## src/rtl/txrst_pkg.sv

```systemverilog
package txrst_pkg;

    typedef enum logic [2:0] {
        ST_IDLE = 3'd0,
        ST_WAIT = 3'd1,
        ST_RST  = 3'd2,
        ST_TLO1 = 3'd3,
        ST_THI  = 3'd4,
        ST_TLO2 = 3'd5,
        ST_INIT = 3'd6
    } seq_state_t;

    localparam logic [1:0] DIV_1 = 2'd0;
    localparam logic [1:0] DIV_2 = 2'd1;
    localparam logic [1:0] DIV_4 = 2'd2;
    localparam logic [1:0] DIV_8 = 2'd3;

    // Divider codes that need the test-bit interval
    function automatic logic needs_test_pulse(input logic [1:0] code);
        return (code == DIV_2) || (code == DIV_4);
    endfunction

    function automatic int max3(input int a, input int b, input int c);
        int m;
        m = (a > b) ? a : b;
        return (m > c) ? m : c;
    endfunction

endpackage

```

## src/rtl/txrst_sync.sv

```systemverilog
module txrst_sync #(
    parameter int STAGES = 2
) (
    input  logic clk,
    input  logic rst,
    input  logic din_a,
    output logic dout
);
    logic [STAGES-1:0] chain;

    always_ff @(posedge clk) begin
        if (rst) chain <= '0;
        else     chain <= {chain[STAGES-2:0], din_a};
    end

    assign dout = chain[STAGES-1];
endmodule

```

## src/rtl/txrst_trig.sv

```systemverilog
module txrst_trig (
    input  logic clk,
    input  logic rst,
    input  logic pll_pd,
    input  logic ext_rst_a,
    output logic trig
);
    logic pd_q;
    logic ext_s;

    txrst_sync #(.STAGES(2)) u_sync (
        .clk   (clk),
        .rst   (rst),
        .din_a (ext_rst_a),
        .dout  (ext_s)
    );

    always_ff @(posedge clk) begin
        if (rst) pd_q <= 1'b0;
        else     pd_q <= pll_pd;
    end

    assign trig = (pd_q & ~pll_pd) | ext_s;

    // a power-down fall is always reported as a trigger
    assert_pd_fall_R7: assert property (@(posedge clk) disable iff (rst)
        (pd_q && !pll_pd) |-> trig);
endmodule

```

## src/rtl/txrst_fsm.sv

```systemverilog
module txrst_fsm
    import txrst_pkg::*;
#(
    parameter int RST_CYC  = 1024,
    parameter int PH_CYC   = 256,
    parameter int INIT_CYC = 256
) (
    input  logic       clk,
    input  logic       rst,
    input  logic       trig,
    input  logic       pll_lock,
    input  logic [1:0] div_sel,
    output logic       tx_rst,
    output logic       test_bit,
    output logic       rst_done
);
    localparam int CNT_MAX = max3(RST_CYC, PH_CYC, INIT_CYC);
    localparam int CW      = $clog2(CNT_MAX + 1);
    localparam logic [CW-1:0] RST_LAST  = CW'(RST_CYC - 1);
    localparam logic [CW-1:0] PH_LAST   = CW'(PH_CYC - 1);
    localparam logic [CW-1:0] INIT_LAST = CW'(INIT_CYC - 1);

    seq_state_t    state;
    logic [CW-1:0] cnt;
    logic          done_q;

    always_ff @(posedge clk) begin
        if (rst || trig) begin
            state  <= ST_WAIT;
            cnt    <= '0;
            done_q <= 1'b0;
        end else begin
            unique case (state)
                ST_IDLE: cnt <= '0;
                ST_WAIT: if (pll_lock) begin
                    state <= ST_RST;
                    cnt   <= '0;
                end
                ST_RST: if (cnt == RST_LAST) begin
                    cnt   <= '0;
                    state <= needs_test_pulse(div_sel) ? ST_TLO1 : ST_INIT;
                end else cnt <= cnt + 1'b1;
                ST_TLO1: if (cnt == PH_LAST) begin
                    cnt <= '0; state <= ST_THI;
                end else cnt <= cnt + 1'b1;
                ST_THI: if (cnt == PH_LAST) begin
                    cnt <= '0; state <= ST_TLO2;
                end else cnt <= cnt + 1'b1;
                ST_TLO2: if (cnt == PH_LAST) begin
                    cnt <= '0; state <= ST_INIT;
                end else cnt <= cnt + 1'b1;
                ST_INIT: if (cnt == INIT_LAST) begin
                    cnt    <= '0;
                    state  <= ST_IDLE;
                    done_q <= 1'b1;
                end else cnt <= cnt + 1'b1;
                default: state <= ST_WAIT;
            endcase
        end
    end

    assign tx_rst   = (state == ST_WAIT) || (state == ST_RST);
    assign test_bit = (state == ST_THI);
    assign rst_done = done_q;

    // no progress without lock
    assert_wait_lock_R2: assert property (@(posedge clk) disable iff (rst)
        (state == ST_WAIT && !pll_lock && !trig) |=> (state == ST_WAIT));
    // reset phase leaves only after the full count
    assert_rst_len_R3: assert property (@(posedge clk) disable iff (rst)
        (state == ST_RST && !trig && cnt != RST_LAST) |=> (state == ST_RST));
    // done only rises out of the initialization phase
    assert_done_src_R6: assert property (@(posedge clk) disable iff (rst)
        $rose(rst_done) |-> ($past(state) == ST_INIT));
    // done and internal reset never overlap
    assert_done_excl_R6: assert property (@(posedge clk) disable iff (rst)
        rst_done |-> !tx_rst);
    // any trigger returns to wait with done cleared
    assert_restart_R9: assert property (@(posedge clk) disable iff (rst)
        trig |=> (state == ST_WAIT && !rst_done));
endmodule

```

## src/rtl/txrst_seq.sv

```systemverilog
module txrst_seq #(
    parameter int RST_CYC  = 1024,
    parameter int PH_CYC   = 256,
    parameter int INIT_CYC = 256
) (
    input  logic       clk,
    input  logic       cfg_rst,
    input  logic       pll_pd,
    input  logic       ext_rst_a,
    input  logic       pll_lock,
    input  logic [1:0] div_sel,
    output logic       tx_rst,
    output logic       test_bit,
    output logic       rst_done
);
    logic trig;

    txrst_trig u_trig (
        .clk       (clk),
        .rst       (cfg_rst),
        .pll_pd    (pll_pd),
        .ext_rst_a (ext_rst_a),
        .trig      (trig)
    );

    txrst_fsm #(
        .RST_CYC  (RST_CYC),
        .PH_CYC   (PH_CYC),
        .INIT_CYC (INIT_CYC)
    ) u_fsm (
        .clk      (clk),
        .rst      (cfg_rst),
        .trig     (trig),
        .pll_lock (pll_lock),
        .div_sel  (div_sel),
        .tx_rst   (tx_rst),
        .test_bit (test_bit),
        .rst_done (rst_done)
    );

    // pulse never appears while the internal reset is asserted
    assert_test_excl_R5: assert property (@(posedge clk) disable iff (cfg_rst)
        test_bit |-> !tx_rst && !rst_done);
endmodule

```

## config.mk

```make
export PLATFORM = sky130hd
export DESIGN_NAME = txrst_seq
export DESIGN_NICKNAME = d
export VERILOG_FILES = /design/src/rtl/txrst_pkg.sv /design/src/rtl/txrst_sync.sv /design/src/rtl/txrst_trig.sv /design/src/rtl/txrst_fsm.sv /design/src/rtl/txrst_seq.sv
export SDC_FILE = /design/constraint.sdc
export NUM_CORES = 1
export LEC_CHECK = 0
export BUFFER_PORTS_ARGS = -buffer_cell sky130_fd_sc_hd__buf_4
export CORE_UTILIZATION = 45
export CTS_CLUSTER_SIZE = 25
export DETAILED_ROUTE_END_ITERATION = 6
export PLACE_DENSITY_LB_ADDON = 0.15
export SYNTH_ARGS = -nofsm -noshare
export SYNTH_HDL_FRONTEND = slang
export SYNTH_SLANG_ARGS = --single-unit
```

## constraint.sdc

```tcl
create_clock -name clk -period 2.2 [get_ports clk]
set_input_delay 0.22 -clock clk [delete_from_list [all_inputs] [get_ports clk]]
set_output_delay 0.22 -clock clk [all_outputs]
set_load 0.1 [all_outputs]
```

# --- Word level (Yosys, flattened, before mapping) ---
# Index checks and enable logic that the tools add are counted.
# Widths: inputs -> output; s select.
word_totals:
  reg_bits: 18
  input_bits: 7
  elab_cells: 47
classes:
  n_addsub: 1
  eq_ne: 16
  muxes: 12
  bitwise: 4
  n_reduce_logical: 9
op_table:
  columns: ["op", "n"]
  rows:
  - ["$pmux 11 s4", 1]
  - ["$mux 11", 3]
  - ["$mux 3", 7]
  - ["$pmux 3 s7", 1]
  - ["$add 11x1->11 const B", 1]
  - ["$eq 11x10->1 const B", 1]
  - ["$eq 11x8->1 const B", 1]
  - ["$ne 2x1->1 const B", 5]
  - ["$eq 3x3->1 const B", 3]
  - ["$reduce_and 7->1", 1]
  - ["$eq 3x2->1 const B", 2]
  - ["$reduce_and 2->1", 2]
  - ["$reduce_bool 4->1", 1]
  - ["$reduce_or 4->1", 1]
  - ["$eq 3x1->1 const B", 1]
  - ["$logic_not 3->1", 1]
  - ["$logic_or 1x1->1", 3]
  - ["$eq 2x1->1 const B", 1]
  - ["$eq 2x2->1 const B", 1]
  - ["$ne 2x2->1 const B", 1]
  - ["$not 1->1", 2]
  - ["$and 1x1->1", 1]
  - ["$or 1x1->1", 1]

# --- Logic depth before layout (Yosys ltp) ---
# Gate-level depths: netlist of the first run.
logic_depth:
  depth_word: 5
  depth_mapped: 7
  mapped_depth_nobuf: 6

# --- Hierarchy ---
# Synthesis of the first run repeated with hierarchy kept, for this count alone.
hier_totals:
  cells_unflattened: 110
  hier_area_um2: 914.6
modules_own_cells:
  columns: ["module", "n_inst", "cells_per_inst", "area_each_um2", "seq_area_each_um2"]
  rows:
  - ["txrst_fsm", 1, 102, 827.0, 300.3]
  - ["txrst_sync", 1, 4, 52.6, 40.0]
  - ["txrst_trig", 1, 4, 35.0, 20.0]

# --- Worst setup path after synthesis of the first run ---
# OpenSTA, ideal clock, no wires.
synth_timing:
  kind: "register -> output"
  startpoint: "register u_fsm.state[0]"
  endpoint: "output port tx_rst"
  arrival_ps: 1814
  t_required_ps: 1980
  path_slack_ps: 166
  path_stages_with_launch: 4
  path_cell_list: "dfxtp_1 -> buf_2 -> xnor2_1 -> nor2_1"
synth_via:
  elab_chain_cells: 2
  elab_cells_between_ends: 3
synth_lines:
  columns: ["element", "line_no", "rtl"]
  rows:
  - ["start, declared", "txrst_fsm.sv:23", "seq_state_t state;"]
  - ["start signal, assigned", "txrst_fsm.sv:41", "state <= needs_test_pulse(div_sel) ? ST_TLO1 : ST_INIT;"]
  - ["$eq 3x1->1 / $eq 3x2->1 (equally long branches)", "txrst_fsm.sv:62", "assign tx_rst = (state == ST_WAIT) || (state == ST_RST);"]
  - ["$logic_or 1x1->1 (*)", "txrst_fsm.sv:62", null]
  - ["end, declared", "txrst_seq.sv:12", "output logic tx_rst,"]
# Every way passes the cells marked *; elsewhere a longest branch is shown, timed or not.

# --- Worst setup path in the final report of the first run ---
layout_timing:
  startpoint: "register u_fsm.cnt[0]"
  endpoint: "register u_fsm.state[2]"
layout_via:
  elab_chain_cells: 3
  elab_cells_between_ends: 8
layout_lines:
  columns: ["element", "line_no", "rtl"]
  rows:
  - ["start, declared", "txrst_fsm.sv:24", "logic [CW-1:0] cnt;"]
  - ["start signal, assigned", "txrst_fsm.sv:42", "end else cnt <= cnt + 1'b1;"]
  - ["start signal, assigned", "txrst_fsm.sv:45", "end else cnt <= cnt + 1'b1;"]
  - ["start signal, assigned", "txrst_fsm.sv:48", "end else cnt <= cnt + 1'b1;"]
  - ["$eq 11x10->1 / $eq 11x8->1 (equally long branches)", null, null]
  - ["$ne 2x1->1 (no line)", null, null]
  - ["$reduce_and 7->1 (no line) (*)", null, null]
# Marks and branches as above.
# A chain may end at the register's enable or synchronous reset.

==> flow_results.xml, run 1 <==
<?xml version="1.0" encoding="UTF-8"?>
<metrics>
  <group name="cells_and_area">
    <metric name="multiInputGateArea" unit="um^2">541</metric>
    <metric name="stdcell_area" unit="um^2">1080</metric>
    <metric name="final_net_count" unit="">135</metric>
    <metric name="ff_latch_area" unit="um^2">360</metric>
    <metric name="filler_cell_count" unit="">212</metric>
    <metric name="final_layout_size_suffix_gt1_share" unit="%">15.9</metric>
    <metric name="diodes_inserted" unit="">0</metric>
    <metric name="final_cell_count_no_fill" unit="">153</metric>
    <metric name="areaGrowthSynthToFinish" unit="%">14.4</metric>
  </group>
  <group name="grt">
    <metric name="globalRouteTotalUtil" unit="%">18.0</metric>
    <metric name="grt_overflow" unit="">0</metric>
    <metric name="grt_first_pass_wirelength" unit="mm">2.87</metric>
    <metric name="grt_start_max_net_pins" unit="">16</metric>
    <metric name="grt_pass1_vias" unit="">675</metric>
    <metric name="antenna_violations_before_repair" unit="">0</metric>
  </group>
  <group name="sta">
    <metric name="rsz0062_at_grt" unit="">false</metric>
    <metric name="tightest_slew" unit="ns">0.366</metric>
    <metric name="final_report_max_slew_violation_count" unit="">0</metric>
    <metric name="setup_total_negative_slack" unit="ns">0</metric>
    <metric name="maxSlewHeadroom" unit="%">75.4</metric>
    <metric name="worst_clk_skew" unit="ns">0.000545</metric>
    <metric name="hold-worst-slack" unit="ns">0.100</metric>
    <metric name="report.final.hold_viol_count" unit="">0</metric>
    <metric name="final.min_clock_period" unit="ns">2.07</metric>
    <metric name="final.period_utilization" unit="%">94.2</metric>
    <metric name="number_of_endpoints_failing_setup_at_the_final_stage" unit="">0</metric>
    <metric name="max_freq" unit="GHz">0.483</metric>
  </group>
  <group name="power">
    <metric name="worst_ir_drop_vdd" unit="mV">0.461</metric>
    <metric name="power.leakage" unit="nW">0.415</metric>
    <metric name="post-layout-total-power" unit="uW">801</metric>
    <metric name="power.density" unit="nW/um^2">744</metric>
  </group>
  <group name="route">
    <metric name="total_number_of_vias" unit="">846</metric>
    <metric name="wire_per_inst" unit="um">11.9</metric>
    <metric name="first_iter_violations" unit="">39</metric>
    <metric name="route.final.wire_length" unit="mm">1.83</metric>
    <metric name="vias_per_cell" unit="">5.53</metric>
    <metric name="drc_errors" unit="">0</metric>
    <metric name="drt.antenna.violating_nets" unit="">0</metric>
    <metric name="drt_pre_antenna_iters" unit="">4</metric>
  </group>
  <group name="critical_path">
    <metric name="timing.critical_path.to_type" unit="">register</metric>
    <metric name="worst_setup_path_start_kind" unit="">register</metric>
    <metric name="timing.critical_path.fanout_max" unit="">5</metric>
    <metric name="crit_path_arrival_time" unit="ns">2.30</metric>
    <metric name="timing.critical_path.required" unit="ns">2.43</metric>
    <metric name="reg_to_reg_start" unit="">u_fsm.cnt[0]$_SDFFE_PP0P_</metric>
    <metric name="critical_path.startpoint" unit="">u_fsm.cnt[0]$_SDFFE_PP0P_</metric>
    <metric name="setup.worst_path.class" unit="">reg2reg</metric>
  </group>
  <group name="floorplan">
    <metric name="die_h" unit="um">47.7</metric>
    <metric name="design.die.area" unit="um^2">2280</metric>
    <metric name="io-pin-count" unit="">10</metric>
    <metric name="placement_rows" unit="">16</metric>
    <metric name="core_footprint" unit="um^2">1960</metric>
    <metric name="floorplan.initialDensity" unit="%">48.0</metric>
    <metric name="fp.dieW" unit="um">47.7</metric>
  </group>
  <group name="synthesis">
    <metric name="ys_types" unit="">33</metric>
    <metric name="netlist_top_cells_count" unit="">18 x sky130_fd_sc_hd__dfxtp_1, 16 x sky130_fd_sc_hd__nor2_1, 10 x sky130_fd_sc_hd__o21ai_0, 9 x sky130_fd_sc_hd__nand2_1</metric>
    <metric name="postSynthRegisterBits" unit="">18</metric>
    <metric name="yosysTopAreaCellShare" unit="%">38.3</metric>
    <metric name="syn_avg_cell_area" unit="um^2">8.11</metric>
    <metric name="number_of_warning_messages_in_the_yosys_log" unit="">0</metric>
    <metric name="synth_edf_count" unit="">0</metric>
    <metric name="synthMostInstantiatedCell" unit="">sky130_fd_sc_hd__dfxtp_1</metric>
    <metric name="yosysSeqAreaShare" unit="%">38.3</metric>
    <metric name="synth_nets" unit="">124</metric>
    <metric name="synth-async-reset-ratio" unit="%">0</metric>
    <metric name="ys_dominant_reg_cell" unit="">sky130_fd_sc_hd__dfxtp_1</metric>
    <metric name="biggest_area_consumer_among_synthesized_cells" unit="">sky130_fd_sc_hd__dfxtp_1</metric>
    <metric name="synthCells" unit="">116</metric>
    <metric name="synth.area.top_cells" unit="">sky130_fd_sc_hd__dfxtp_1 38%, sky130_fd_sc_hd__nor2_1 6.4%, sky130_fd_sc_hd__xor2_1 5.6%</metric>
    <metric name="netlist_area_before_placement" unit="um^2">941</metric>
  </group>
  <group name="placed_design">
    <metric name="port-buffer-count" unit="">9</metric>
    <metric name="place.detailed.hpwl" unit="mm">1.30</metric>
    <metric name="place_congestion" unit="">0.798</metric>
    <metric name="dpl-instance-area" unit="um^2">1040</metric>
    <metric name="number_of_cells_in_the_design_after_placement" unit="">149</metric>
  </group>
  <group name="min_path">
    <metric name="timing.hold.worst.start" unit="">cfg_rst</metric>
    <metric name="hp-class" unit="">in2reg</metric>
  </group>
  <group name="clock_tree">
    <metric name="post_cts.repair.setup_buffers" unit="">0</metric>
    <metric name="clock_latency" unit="ns">0.29</metric>
    <metric name="cts_inserted_buffers" unit="">3</metric>
    <metric name="cts_repair_resize_count" unit="">0</metric>
    <metric name="ctsRootBufferMaster" unit="">sky130_fd_sc_hd__clkbuf_4</metric>
    <metric name="worst_setup_hold_path_clk_slew" unit="ns">0.10</metric>
    <metric name="cts.path.max_buffers" unit="">2</metric>
    <metric name="cts_htree_levels" unit="">1</metric>
    <metric name="cts_tree" unit="">yes</metric>
    <metric name="holdBufCountCts" unit="">0</metric>
    <metric name="cts.sinks" unit="">18</metric>
  </group>
  <group name="run">
    <metric name="maxCapViolCount" unit="">0</metric>
  </group>
  <group name="run_status">
    <metric name="run_status" unit="">completed</metric>
  </group>
</metrics>
## registers in the layout, indices dropped and copies added (netlist names)
name,count
u_trig.u_sync.chain,2
u_fsm.rst_done,1
u_trig.pd_q,1
u_fsm.cnt,11
u_fsm.state,3
## report_power, final
part / total (mW) / switching [mW] / internal [mW]
logic: 0.239 / 0.163 / 0.0758
clock network: 0.202 / 0.101 / 0.101
registers: 0.360 / 0.0189 / 0.341
total: 0.801 / 0.283 / 0.517
## kinds of logic (layout without fill, tap and decap cells)
logic type               count (synthesis)  count (layout)  share of synthesized area, %
buffers and inverters                   10              20                          4.25
XOR/XNOR                                 9               9                          8.38
flip-flops                              18              18                          38.3
adder cells (fa/ha/maj)                  1               1                          1.33
AND/OR/NAND/NOR                         50              50                          28.2
AO/OA/AOI/OAI                           28              28                          19.5
## metal layers
layer / up-vias / track usage (%) / wire length [um]
li1: 435 / - / -
met1: 399 / 25.5 / 926
met2: 10 / 27.0 / 844
met3: 2 / 3.40 / 48
met4: 0 / 6.67 / 9
met5: - / 0 / 0
## layout by cell type, fill, tap and decap left out, types with 4 or more instances in the layout
cell,instances
sky130_fd_sc_hd__dfxtp_1,18
sky130_fd_sc_hd__nand3_1,6
sky130_fd_sc_hd__nand2_1,9
sky130_fd_sc_hd__inv_1,4
sky130_fd_sc_hd__xor2_1,6
sky130_fd_sc_hd__buf_4,12
sky130_fd_sc_hd__a22oi_1,5
sky130_fd_sc_hd__o21ai_0,10
sky130_fd_sc_hd__nor2_1,16
sky130_fd_sc_hd__a21oi_1,4
## critical path, stage by stage, from the launching register on
cell and delay (ns):
sky130_fd_sc_hd__dfxtp_1 0.39, sky130_fd_sc_hd__ha_1 0.24, sky130_fd_sc_hd__nand4_2 0.21, sky130_fd_sc_hd__nor4_1 0.42, sky130_fd_sc_hd__o32ai_2 0.15, sky130_fd_sc_hd__or4_1 0.48, sky130_fd_sc_hd__a21oi_1 0.12
## worst paths after layout
check / endpoint / slack [ns] / depth (start not counted)
hold / removal: u_trig.pd_q$_SDFF_PP0_ / 0.10 / 2
setup reg to reg: u_fsm.state[2]$_SDFFE_PP0P_ / 0.13 / 6
hold reg to reg: u_trig.u_sync.chain[1]$_SDFF_PP0_ / 0.46 / 1
setup / recovery: u_fsm.state[2]$_SDFFE_PP0P_ / 0.13 / 6
## stage by stage
stage | utilization, % | setup slack [ns]
2_1_floorplan | - | 0.166
5_1_grt | 54.8 | 0.0304
3_3_place_gp | 53.0 | 0.272
6_report | 54.8 | 0.128
3_5_place_dp | 53.0 | 0.155
4_1_cts | 54.8 | 0.136
## layout make-up
class / count / share of cell area (%)
Tap cell: 27 / 3.14
Timing Repair Buffer: 12 / 8.37
Inverter: 4 / 1.40
Multi-Input combinational cell: 88 / 50.2
Clock buffer: 4 / 3.37
Sequential cell: 18 / 33.5
No activity file was read; power rests on OpenSTA's default activity.
==> run 2, diff against run 1 <==
- SYNTH_HIERARCHICAL: default -> 1
==> flow_results.xml, run 2 <==
<?xml version="1.0" encoding="UTF-8"?>
<metrics>
  <group name="run_status">
    <metric name="run_status" unit="">completed</metric>
  </group>
  <group name="route">
    <metric name="wl_met3" unit="um">76</metric>
    <metric name="drc_errors" unit="">0</metric>
    <metric name="total_number_of_vias" unit="">831</metric>
    <metric name="highest_signal_layer_in_the_routed_design" unit="">met4</metric>
    <metric name="met1Wirelength" unit="um">904</metric>
    <metric name="first_iter_violations" unit="">24</metric>
    <metric name="drt_pre_antenna_iters" unit="">4</metric>
    <metric name="route.final.wire_length" unit="mm">1.86</metric>
    <metric name="vias_per_cell" unit="">5.65</metric>
    <metric name="routed-wl-met2" unit="um">862</metric>
    <metric name="wire_per_inst" unit="um">12.7</metric>
    <metric name="drt.antenna.violating_nets" unit="">0</metric>
  </group>
  <group name="clock_tree">
    <metric name="clock_latency" unit="ns">0.29</metric>
    <metric name="cts_inserted_buffers" unit="">3</metric>
    <metric name="cts_tree" unit="">yes</metric>
    <metric name="cts.sinks" unit="">18</metric>
    <metric name="cts.path.max_buffers" unit="">2</metric>
    <metric name="ctsRootBufferMaster" unit="">sky130_fd_sc_hd__clkbuf_4</metric>
    <metric name="cts_htree_levels" unit="">1</metric>
    <metric name="worst_setup_hold_path_clk_slew" unit="ns">0.11</metric>
    <metric name="holdBufCountCts" unit="">0</metric>
  </group>
  <group name="floorplan">
    <metric name="fp.dieW" unit="um">47.1</metric>
    <metric name="io-pin-count" unit="">10</metric>
    <metric name="core_footprint" unit="um^2">1820</metric>
    <metric name="die_h" unit="um">47.1</metric>
    <metric name="design.die.area" unit="um^2">2220</metric>
    <metric name="floorplan.initialDensity" unit="%">50.2</metric>
    <metric name="placement_rows" unit="">15</metric>
  </group>
  <group name="critical_path">
    <metric name="crit_path_arrival_time" unit="ns">2.22</metric>
    <metric name="reg_to_reg_start" unit="">u_fsm/cnt[0]$_SDFFE_PP0P_</metric>
    <metric name="cp_num_buf_inv" unit="">0</metric>
    <metric name="crit_path_max_incr_delay" unit="ns">0.49</metric>
    <metric name="setup.worst_path.class" unit="">reg2reg</metric>
    <metric name="critical_path_slowest_stage_cell" unit="">sky130_fd_sc_hd__or4_1</metric>
    <metric name="reg2reg_depth" unit="">6</metric>
    <metric name="timing.critical_path.to_type" unit="">register</metric>
    <metric name="r2r_slack" unit="ns">0.21</metric>
    <metric name="worst_path_cell_trace" unit="">ha_1 &gt; nand3_2 &gt; nor4_4 &gt; o32ai_1 &gt; or4_1 &gt; a21oi_1</metric>
    <metric name="critPathTopFamily" unit="">simple AND/OR/NAND/NOR gates</metric>
    <metric name="worst_setup_path_start_kind" unit="">register</metric>
    <metric name="timing.critical_path.fanout_max" unit="">6</metric>
    <metric name="timing.critical_path.required" unit="ns">2.43</metric>
    <metric name="regToRegEndpoint" unit="">u_fsm/state[2]$_SDFFE_PP0P_</metric>
  </group>
  <group name="cells_and_area">
    <metric name="diodes_inserted" unit="">0</metric>
    <metric name="final_net_count" unit="">131</metric>
    <metric name="layout_top_registers" unit="">u_fsm/cnt x11, u_fsm/state x3, u_trig/u_sync/chain x2</metric>
    <metric name="multiInputGateArea" unit="um^2">531</metric>
    <metric name="filler_cell_count" unit="">176</metric>
    <metric name="final_cell_count_no_fill" unit="">147</metric>
    <metric name="final_layout_size_suffix_gt1_share" unit="%">18.9</metric>
    <metric name="largest_register_ffs" unit="">11</metric>
    <metric name="largest-register" unit="">u_fsm/cnt</metric>
    <metric name="ff_latch_area" unit="um^2">360</metric>
    <metric name="top_library_cells_by_usage_in_the_layout_fill_and_taps_aside" unit="">18 x sky130_fd_sc_hd__dfxtp_1, 14 x sky130_fd_sc_hd__nor2_1, 12 x sky130_fd_sc_hd__buf_4</metric>
    <metric name="areaGrowthSynthToFinish" unit="%">16.3</metric>
    <metric name="mostFrequentLayoutCell" unit="">sky130_fd_sc_hd__dfxtp_1</metric>
  </group>
  <group name="sta">
    <metric name="setup_total_negative_slack" unit="ns">0</metric>
    <metric name="final.min_clock_period" unit="ns">1.99</metric>
    <metric name="rsz0062_at_grt" unit="">false</metric>
    <metric name="max_freq" unit="GHz">0.503</metric>
    <metric name="report.final.hold_viol_count" unit="">0</metric>
    <metric name="final.period_utilization" unit="%">90.4</metric>
    <metric name="final_report_max_slew_violation_count" unit="">0</metric>
    <metric name="number_of_endpoints_failing_setup_at_the_final_stage" unit="">0</metric>
    <metric name="worst_clk_skew" unit="ns">0.00327</metric>
    <metric name="tightest_slew" unit="ns">0.539</metric>
    <metric name="maxSlewHeadroom" unit="%">63.8</metric>
  </group>
  <group name="placed_design">
    <metric name="port-buffer-count" unit="">9</metric>
    <metric name="place.detailed.hpwl" unit="mm">1.40</metric>
    <metric name="number_of_cells_in_the_design_after_placement" unit="">143</metric>
    <metric name="place_congestion" unit="">0.825</metric>
  </group>
  <group name="synthesis">
    <metric name="netlist_area_before_placement" unit="um^2">915</metric>
    <metric name="syn_avg_cell_area" unit="um^2">8.31</metric>
    <metric name="synth-async-reset-ratio" unit="%">0</metric>
    <metric name="synthMostInstantiatedCell" unit="">sky130_fd_sc_hd__dfxtp_1</metric>
    <metric name="synth_xor_area_share" unit="%">6.70</metric>
    <metric name="synth_nets" unit="">118</metric>
    <metric name="synth.area.top_cells" unit="">sky130_fd_sc_hd__dfxtp_1 39%, sky130_fd_sc_hd__nor2_1 5.7%, sky130_fd_sc_hd__xor2_1 4.8%</metric>
    <metric name="postSynthRegisterBits" unit="">18</metric>
    <metric name="post_synth_fa_ha_maj_area_fraction" unit="%">1.37</metric>
    <metric name="synth-simple-area-share" unit="%">30.0</metric>
    <metric name="synthCells" unit="">110</metric>
    <metric name="number_of_warning_messages_in_the_yosys_log" unit="">6</metric>
    <metric name="yosysTopAreaCellShare" unit="%">39.4</metric>
    <metric name="synth_top_family_by_area" unit="">simple AND/OR/NAND/NOR gates</metric>
    <metric name="ys_dominant_reg_cell" unit="">sky130_fd_sc_hd__dfxtp_1</metric>
    <metric name="ys_types" unit="">39</metric>
    <metric name="synth_compound_area_share" unit="%">19.0</metric>
    <metric name="yosysSeqAreaShare" unit="%">39.4</metric>
    <metric name="synth_edf_count" unit="">0</metric>
    <metric name="yosys-mux-area-fraction" unit="%">0</metric>
    <metric name="biggest_area_consumer_among_synthesized_cells" unit="">sky130_fd_sc_hd__dfxtp_1</metric>
    <metric name="netlist_top_cells_count" unit="">18 x sky130_fd_sc_hd__dfxtp_1, 14 x sky130_fd_sc_hd__nor2_1, 10 x sky130_fd_sc_hd__nand2_1, 7 x sky130_fd_sc_hd__o21ai_0, 6 x sky130_fd_sc_hd__a21oi_1</metric>
  </group>
  <group name="grt">
    <metric name="grt_first_pass_wirelength" unit="mm">3.13</metric>
    <metric name="grt_overflow" unit="">0</metric>
    <metric name="antenna_violations_before_repair" unit="">0</metric>
    <metric name="grt_pass1_vias" unit="">740</metric>
    <metric name="grt_start_max_net_pins" unit="">13</metric>
    <metric name="globalRouteTotalUtil" unit="%">20.4</metric>
  </group>
  <group name="min_path">
    <metric name="timing.hold.worst.start" unit="">cfg_rst</metric>
    <metric name="holdPathEnd" unit="">u_trig/pd_q$_SDFF_PP0_</metric>
    <metric name="hp-class" unit="">in2reg</metric>
    <metric name="worst_hold_path.num_cells" unit="">2</metric>
  </group>
  <group name="power">
    <metric name="worst_ir_drop_vdd" unit="mV">0.525</metric>
    <metric name="power.density" unit="nW/um^2">1020</metric>
    <metric name="power.leakage" unit="nW">0.415</metric>
  </group>
  <group name="run">
    <metric name="maxCapViolCount" unit="">0</metric>
  </group>
</metrics>
run 2: worst max path at each step:
stage,cells after the start,start,endpoint
finish,6,u_fsm/cnt[0]$_SDFFE_PP0P_,u_fsm/state[2]$_SDFFE_PP0P_
global route,6,u_fsm/cnt[0]$_SDFFE_PP0P_,u_fsm/state[2]$_SDFFE_PP0P_
CTS,6,u_fsm/cnt[0]$_SDFFE_PP0P_,u_fsm/state[2]$_SDFFE_PP0P_
detailed placement,6,u_fsm/cnt[0]$_SDFFE_PP0P_,u_fsm/state[2]$_SDFFE_PP0P_
global placement,6,u_fsm/cnt[0]$_SDFFE_PP0P_,u_fsm/state[2]$_SDFFE_PP0P_
floorplan,7,u_fsm/cnt[0]$_SDFFE_PP0P_,u_fsm/state[0]$_SDFFE_PP1P_
run 2: what timing repair did:
action,CTS,global route
buffers inserted,0,0
resized for setup,0,1
endpoints found under the setup margin,0,1
run 2: where the power goes:
group          internal [mW]  total [mW]  switching (mW)
clock network          0.101       0.205           0.104
logic                  0.158       0.475           0.317
registers              0.357       0.407          0.0506
run 2: worst register-to-register path, cell delays in order (launching register included):
cell,delay (ns)
sky130_fd_sc_hd__dfxtp_1,0.41
sky130_fd_sc_hd__ha_1,0.29
sky130_fd_sc_hd__nand3_2,0.17
sky130_fd_sc_hd__nor4_4,0.27
sky130_fd_sc_hd__o32ai_1,0.16
sky130_fd_sc_hd__or4_1,0.49
sky130_fd_sc_hd__a21oi_1,0.14
run 2: logic make-up (layout without fill, tap and decap cells):
group	after synthesis	in the layout
adder cells (fa/ha/maj)	1	1
AO/OA/AOI/OAI	27	27
flip-flops	18	18
XOR/XNOR	7	7
AND/OR/NAND/NOR	49	49
buffers and inverters	8	20
run 2: routing by layer:
layer | global-route usage, % | up-vias
li1 | - | 420
met2 | 33.9 | 20
met3 | 6.92 | 2
met5 | 0 | -
met1 | 24.4 | 389
met4 | 8.00 | 0
run 2: area by class of cell:
| type | count | area share, % |
|---|---|---|
| clock buffer | 4 | 3.41 |
| inverter | 4 | 1.41 |
| multi-input combinational | 84 | 49.9 |
| sequential | 18 | 33.9 |
| tap | 25 | 2.94 |
| timing repair buffer | 12 | 8.47 |
run 2: per-stage QoR:
| stage | instance area, um^2 | worst slack [ns] | util (%) | total power [mW] | hold WS (ns) |
|---|---|---|---|---|---|
| after floorplan | 918 | 0.433 | - | 0.755 | 0.287 |
| after global placement | 1020 | 0.304 | 56.2 | 0.879 | 0.408 |
| after detailed placement | 1020 | 0.199 | 56.2 | 0.886 | 0.415 |
| after CTS | 1060 | 0.171 | 58.1 | 1.09 | 0.0875 |
| after global routing | 1060 | 0.0330 | 58.4 | 1.16 | 0.0901 |
| final | 1060 | 0.212 | 58.4 | 1.09 | 0.0966 |
==> run 3, diff against run 2 <==
- CAP_MARGIN: default -> 20
- clock period: 2.2 -> 1.7 ns (I/O delays scaled with it)
==> flow_results.xml, run 3 (synthesis results as in run 2) <==
<?xml version="1.0" encoding="UTF-8"?>
<metrics>
  <group name="run_status">
    <metric name="run_status" unit="">finished with violations</metric>
    <metric name="failed_checks" unit="">negative setup slack</metric>
  </group>
  <group name="route">
    <metric name="vias_per_cell" unit="">5.50</metric>
    <metric name="total_number_of_vias" unit="">908</metric>
    <metric name="drt_pre_antenna_iters" unit="">4</metric>
    <metric name="drc_errors" unit="">0</metric>
    <metric name="drt.antenna.violating_nets" unit="">0</metric>
    <metric name="wire_per_inst" unit="um">13.0</metric>
    <metric name="first_iter_violations" unit="">24</metric>
    <metric name="route.final.wire_length" unit="mm">2.15</metric>
  </group>
  <group name="cells_and_area">
    <metric name="top_library_cells_by_usage_in_the_layout_fill_and_taps_aside" unit="">27 x sky130_fd_sc_hd__buf_4, 16 x sky130_fd_sc_hd__dfxtp_1, 11 x sky130_fd_sc_hd__nor2_1</metric>
    <metric name="final_layout_size_suffix_gt1_share" unit="%">37.1</metric>
    <metric name="final_util" unit="%">69.8</metric>
    <metric name="largest_register_ffs" unit="">11</metric>
    <metric name="diodes_inserted" unit="">0</metric>
    <metric name="final_net_count" unit="">149</metric>
    <metric name="final_cell_count_no_fill" unit="">165</metric>
    <metric name="areaGrowthSynthToFinish" unit="%">38.9</metric>
    <metric name="largest-register" unit="">u_fsm/cnt</metric>
    <metric name="layout_top_registers" unit="">u_fsm/cnt x11, u_fsm/state x3, u_trig/u_sync/chain x2</metric>
    <metric name="mostFrequentLayoutCell" unit="">sky130_fd_sc_hd__buf_4</metric>
  </group>
  <group name="grt">
    <metric name="grt_overflow" unit="">0</metric>
    <metric name="antenna_violations_before_repair" unit="">0</metric>
    <metric name="grt_start_max_net_pins" unit="">11</metric>
    <metric name="grt_first_pass_wirelength" unit="mm">3.55</metric>
    <metric name="grt_pass1_vias" unit="">838</metric>
    <metric name="globalRouteTotalUtil" unit="%">23.5</metric>
  </group>
  <group name="sta">
    <metric name="report.final.hold_viol_count" unit="">0</metric>
    <metric name="rsz0062_at_grt" unit="">true</metric>
    <metric name="layout_setup_ws" unit="ns">-0.0392</metric>
    <metric name="number_of_endpoints_failing_setup_at_the_final_stage" unit="">5</metric>
    <metric name="maxSlewHeadroom" unit="%">78.6</metric>
    <metric name="final_report_max_slew_violation_count" unit="">0</metric>
    <metric name="tightest_slew" unit="ns">0.321</metric>
    <metric name="worst_clk_skew" unit="ns">0.00566</metric>
    <metric name="max_freq" unit="GHz">0.575</metric>
    <metric name="final.min_clock_period" unit="ns">1.74</metric>
    <metric name="final.period_utilization" unit="%">102</metric>
  </group>
  <group name="placed_design">
    <metric name="pre_cts_slack" unit="ns">-0.0218</metric>
    <metric name="place.detailed.hpwl" unit="mm">1.57</metric>
    <metric name="place_congestion" unit="">0.835</metric>
    <metric name="port-buffer-count" unit="">9</metric>
    <metric name="number_of_cells_in_the_design_after_placement" unit="">159</metric>
  </group>
  <group name="critical_path">
    <metric name="crit_path_max_incr_delay" unit="ns">0.37</metric>
    <metric name="setup.worst_path.class" unit="">reg2reg</metric>
    <metric name="timing.critical_path.to_type" unit="">register</metric>
    <metric name="crit_path_arrival_time" unit="ns">1.95</metric>
    <metric name="timing.critical_path.fanout_max" unit="">4</metric>
    <metric name="worst_setup_path_start_kind" unit="">register</metric>
    <metric name="worst_path_cell_trace" unit="">ha_4 &gt; nand3_4 &gt; nor4_4 &gt; o32ai_2 &gt; buf_4 &gt; a21o_1 &gt; o31a_1</metric>
    <metric name="timing.critical_path.required" unit="ns">1.91</metric>
    <metric name="critical_path_slowest_stage_cell" unit="">sky130_fd_sc_hd__dfxtp_2</metric>
    <metric name="reg2reg_depth" unit="">7</metric>
  </group>
  <group name="floorplan">
    <metric name="floorplan.initialDensity" unit="%">50.2</metric>
    <metric name="fp.dieW" unit="um">47.1</metric>
    <metric name="core_footprint" unit="um^2">1820</metric>
    <metric name="placement_rows" unit="">15</metric>
    <metric name="die_h" unit="um">47.1</metric>
    <metric name="io-pin-count" unit="">10</metric>
    <metric name="design.die.area" unit="um^2">2220</metric>
  </group>
  <group name="clock_tree">
    <metric name="cts_htree_levels" unit="">1</metric>
    <metric name="cts_inserted_buffers" unit="">3</metric>
    <metric name="cts_tree" unit="">yes</metric>
    <metric name="cts.path.max_buffers" unit="">2</metric>
    <metric name="ctsRootBufferMaster" unit="">sky130_fd_sc_hd__clkbuf_4</metric>
    <metric name="holdBufCountCts" unit="">0</metric>
    <metric name="cts.sinks" unit="">18</metric>
    <metric name="worst_setup_hold_path_clk_slew" unit="ns">0.11</metric>
    <metric name="clock_latency" unit="ns">0.30</metric>
  </group>
  <group name="power">
    <metric name="power.leakage" unit="nW">0.511</metric>
    <metric name="post-layout-total-power" unit="mW">1.65</metric>
    <metric name="power.density" unit="nW/um^2">1300</metric>
    <metric name="worst_ir_drop_vdd" unit="mV">1.24</metric>
  </group>
  <group name="run">
    <metric name="maxCapViolCount" unit="">0</metric>
  </group>
  <group name="min_path">
    <metric name="hp-class" unit="">in2reg</metric>
    <metric name="worst_hold_path.num_cells" unit="">2</metric>
  </group>
</metrics>
==> run 3: critical path: cells and delay by family (launching register included) <==
kind | cells | cell delay (ns)
AOI/OAI and AO/OA | 3 | 0.54
and+or+nand+nor | 2 | 0.42
DFF | 1 | 0.37
buffers and inverters | 1 | 0.16
adders and majority gates | 1 | 0.15
==> run 3: cell type report <==
cell class	instances	area, um^2
clock buffers	4	36.3
well taps	25	31.3
multi-input cells	84	588
repair buffers	30	236
inverters	4	15.0
flip-flops and latches	18	363
fillers	156	551
==> run 3: path summary, 6_finish.rpt <==
path                                           from                           endpoint  slack (ns)
setup / recovery          u_fsm/cnt[0]$_SDFFE_PP0P_        u_fsm/state[0]$_SDFFE_PP1P_       -0.04
hold / removal                              cfg_rst             u_trig/pd_q$_SDFF_PP0_        0.03
setup reg to reg          u_fsm/cnt[0]$_SDFFE_PP0P_        u_fsm/state[0]$_SDFFE_PP1P_       -0.04
hold reg to reg   u_trig/u_sync/chain[0]$_SDFF_PP0_  u_trig/u_sync/chain[1]$_SDFF_PP0_        0.46
==> run 3: power breakdown <==
group          internal [mW]  total (mW)  switching, mW
combinational          0.354       0.867          0.512
sequential             0.464       0.507         0.0428
clock                  0.131       0.276          0.145
==> run 3: layer usage <==
layer / up-vias / global-route usage [%] / wire length, um
met4: 0 / 13.7 / 50
met1: 433 / 29.1 / 969
met2: 18 / 38.6 / 1080
met5: - / 0 / 0
li1: 453 / - / -
met3: 4 / 3.46 / 50
==> run 3: through the flow <==
| step | setup TNS (ns) | cell area [um^2] | hold slack, ns |
|---|---|---|---|
| 6_report | -0.0744 | 1270 | 0.0311 |
| 5_1_grt | -0.889 | 1270 | 0.0224 |
| 4_1_cts | -0.0165 | 1200 | 0.0367 |
| 3_5_place_dp | -0.0218 | 1160 | 0.364 |
| 3_3_place_gp | 0 | 1160 | 0.359 |
| 2_1_floorplan | 0 | 937 | 0.237 |
==> run 3: what timing repair did <==
item | CTS | global route
pin swaps | 0 | 9
setup endpoints to repair | 2 | 12
setup buffers | 0 | 2
resized for setup | 1 | 15
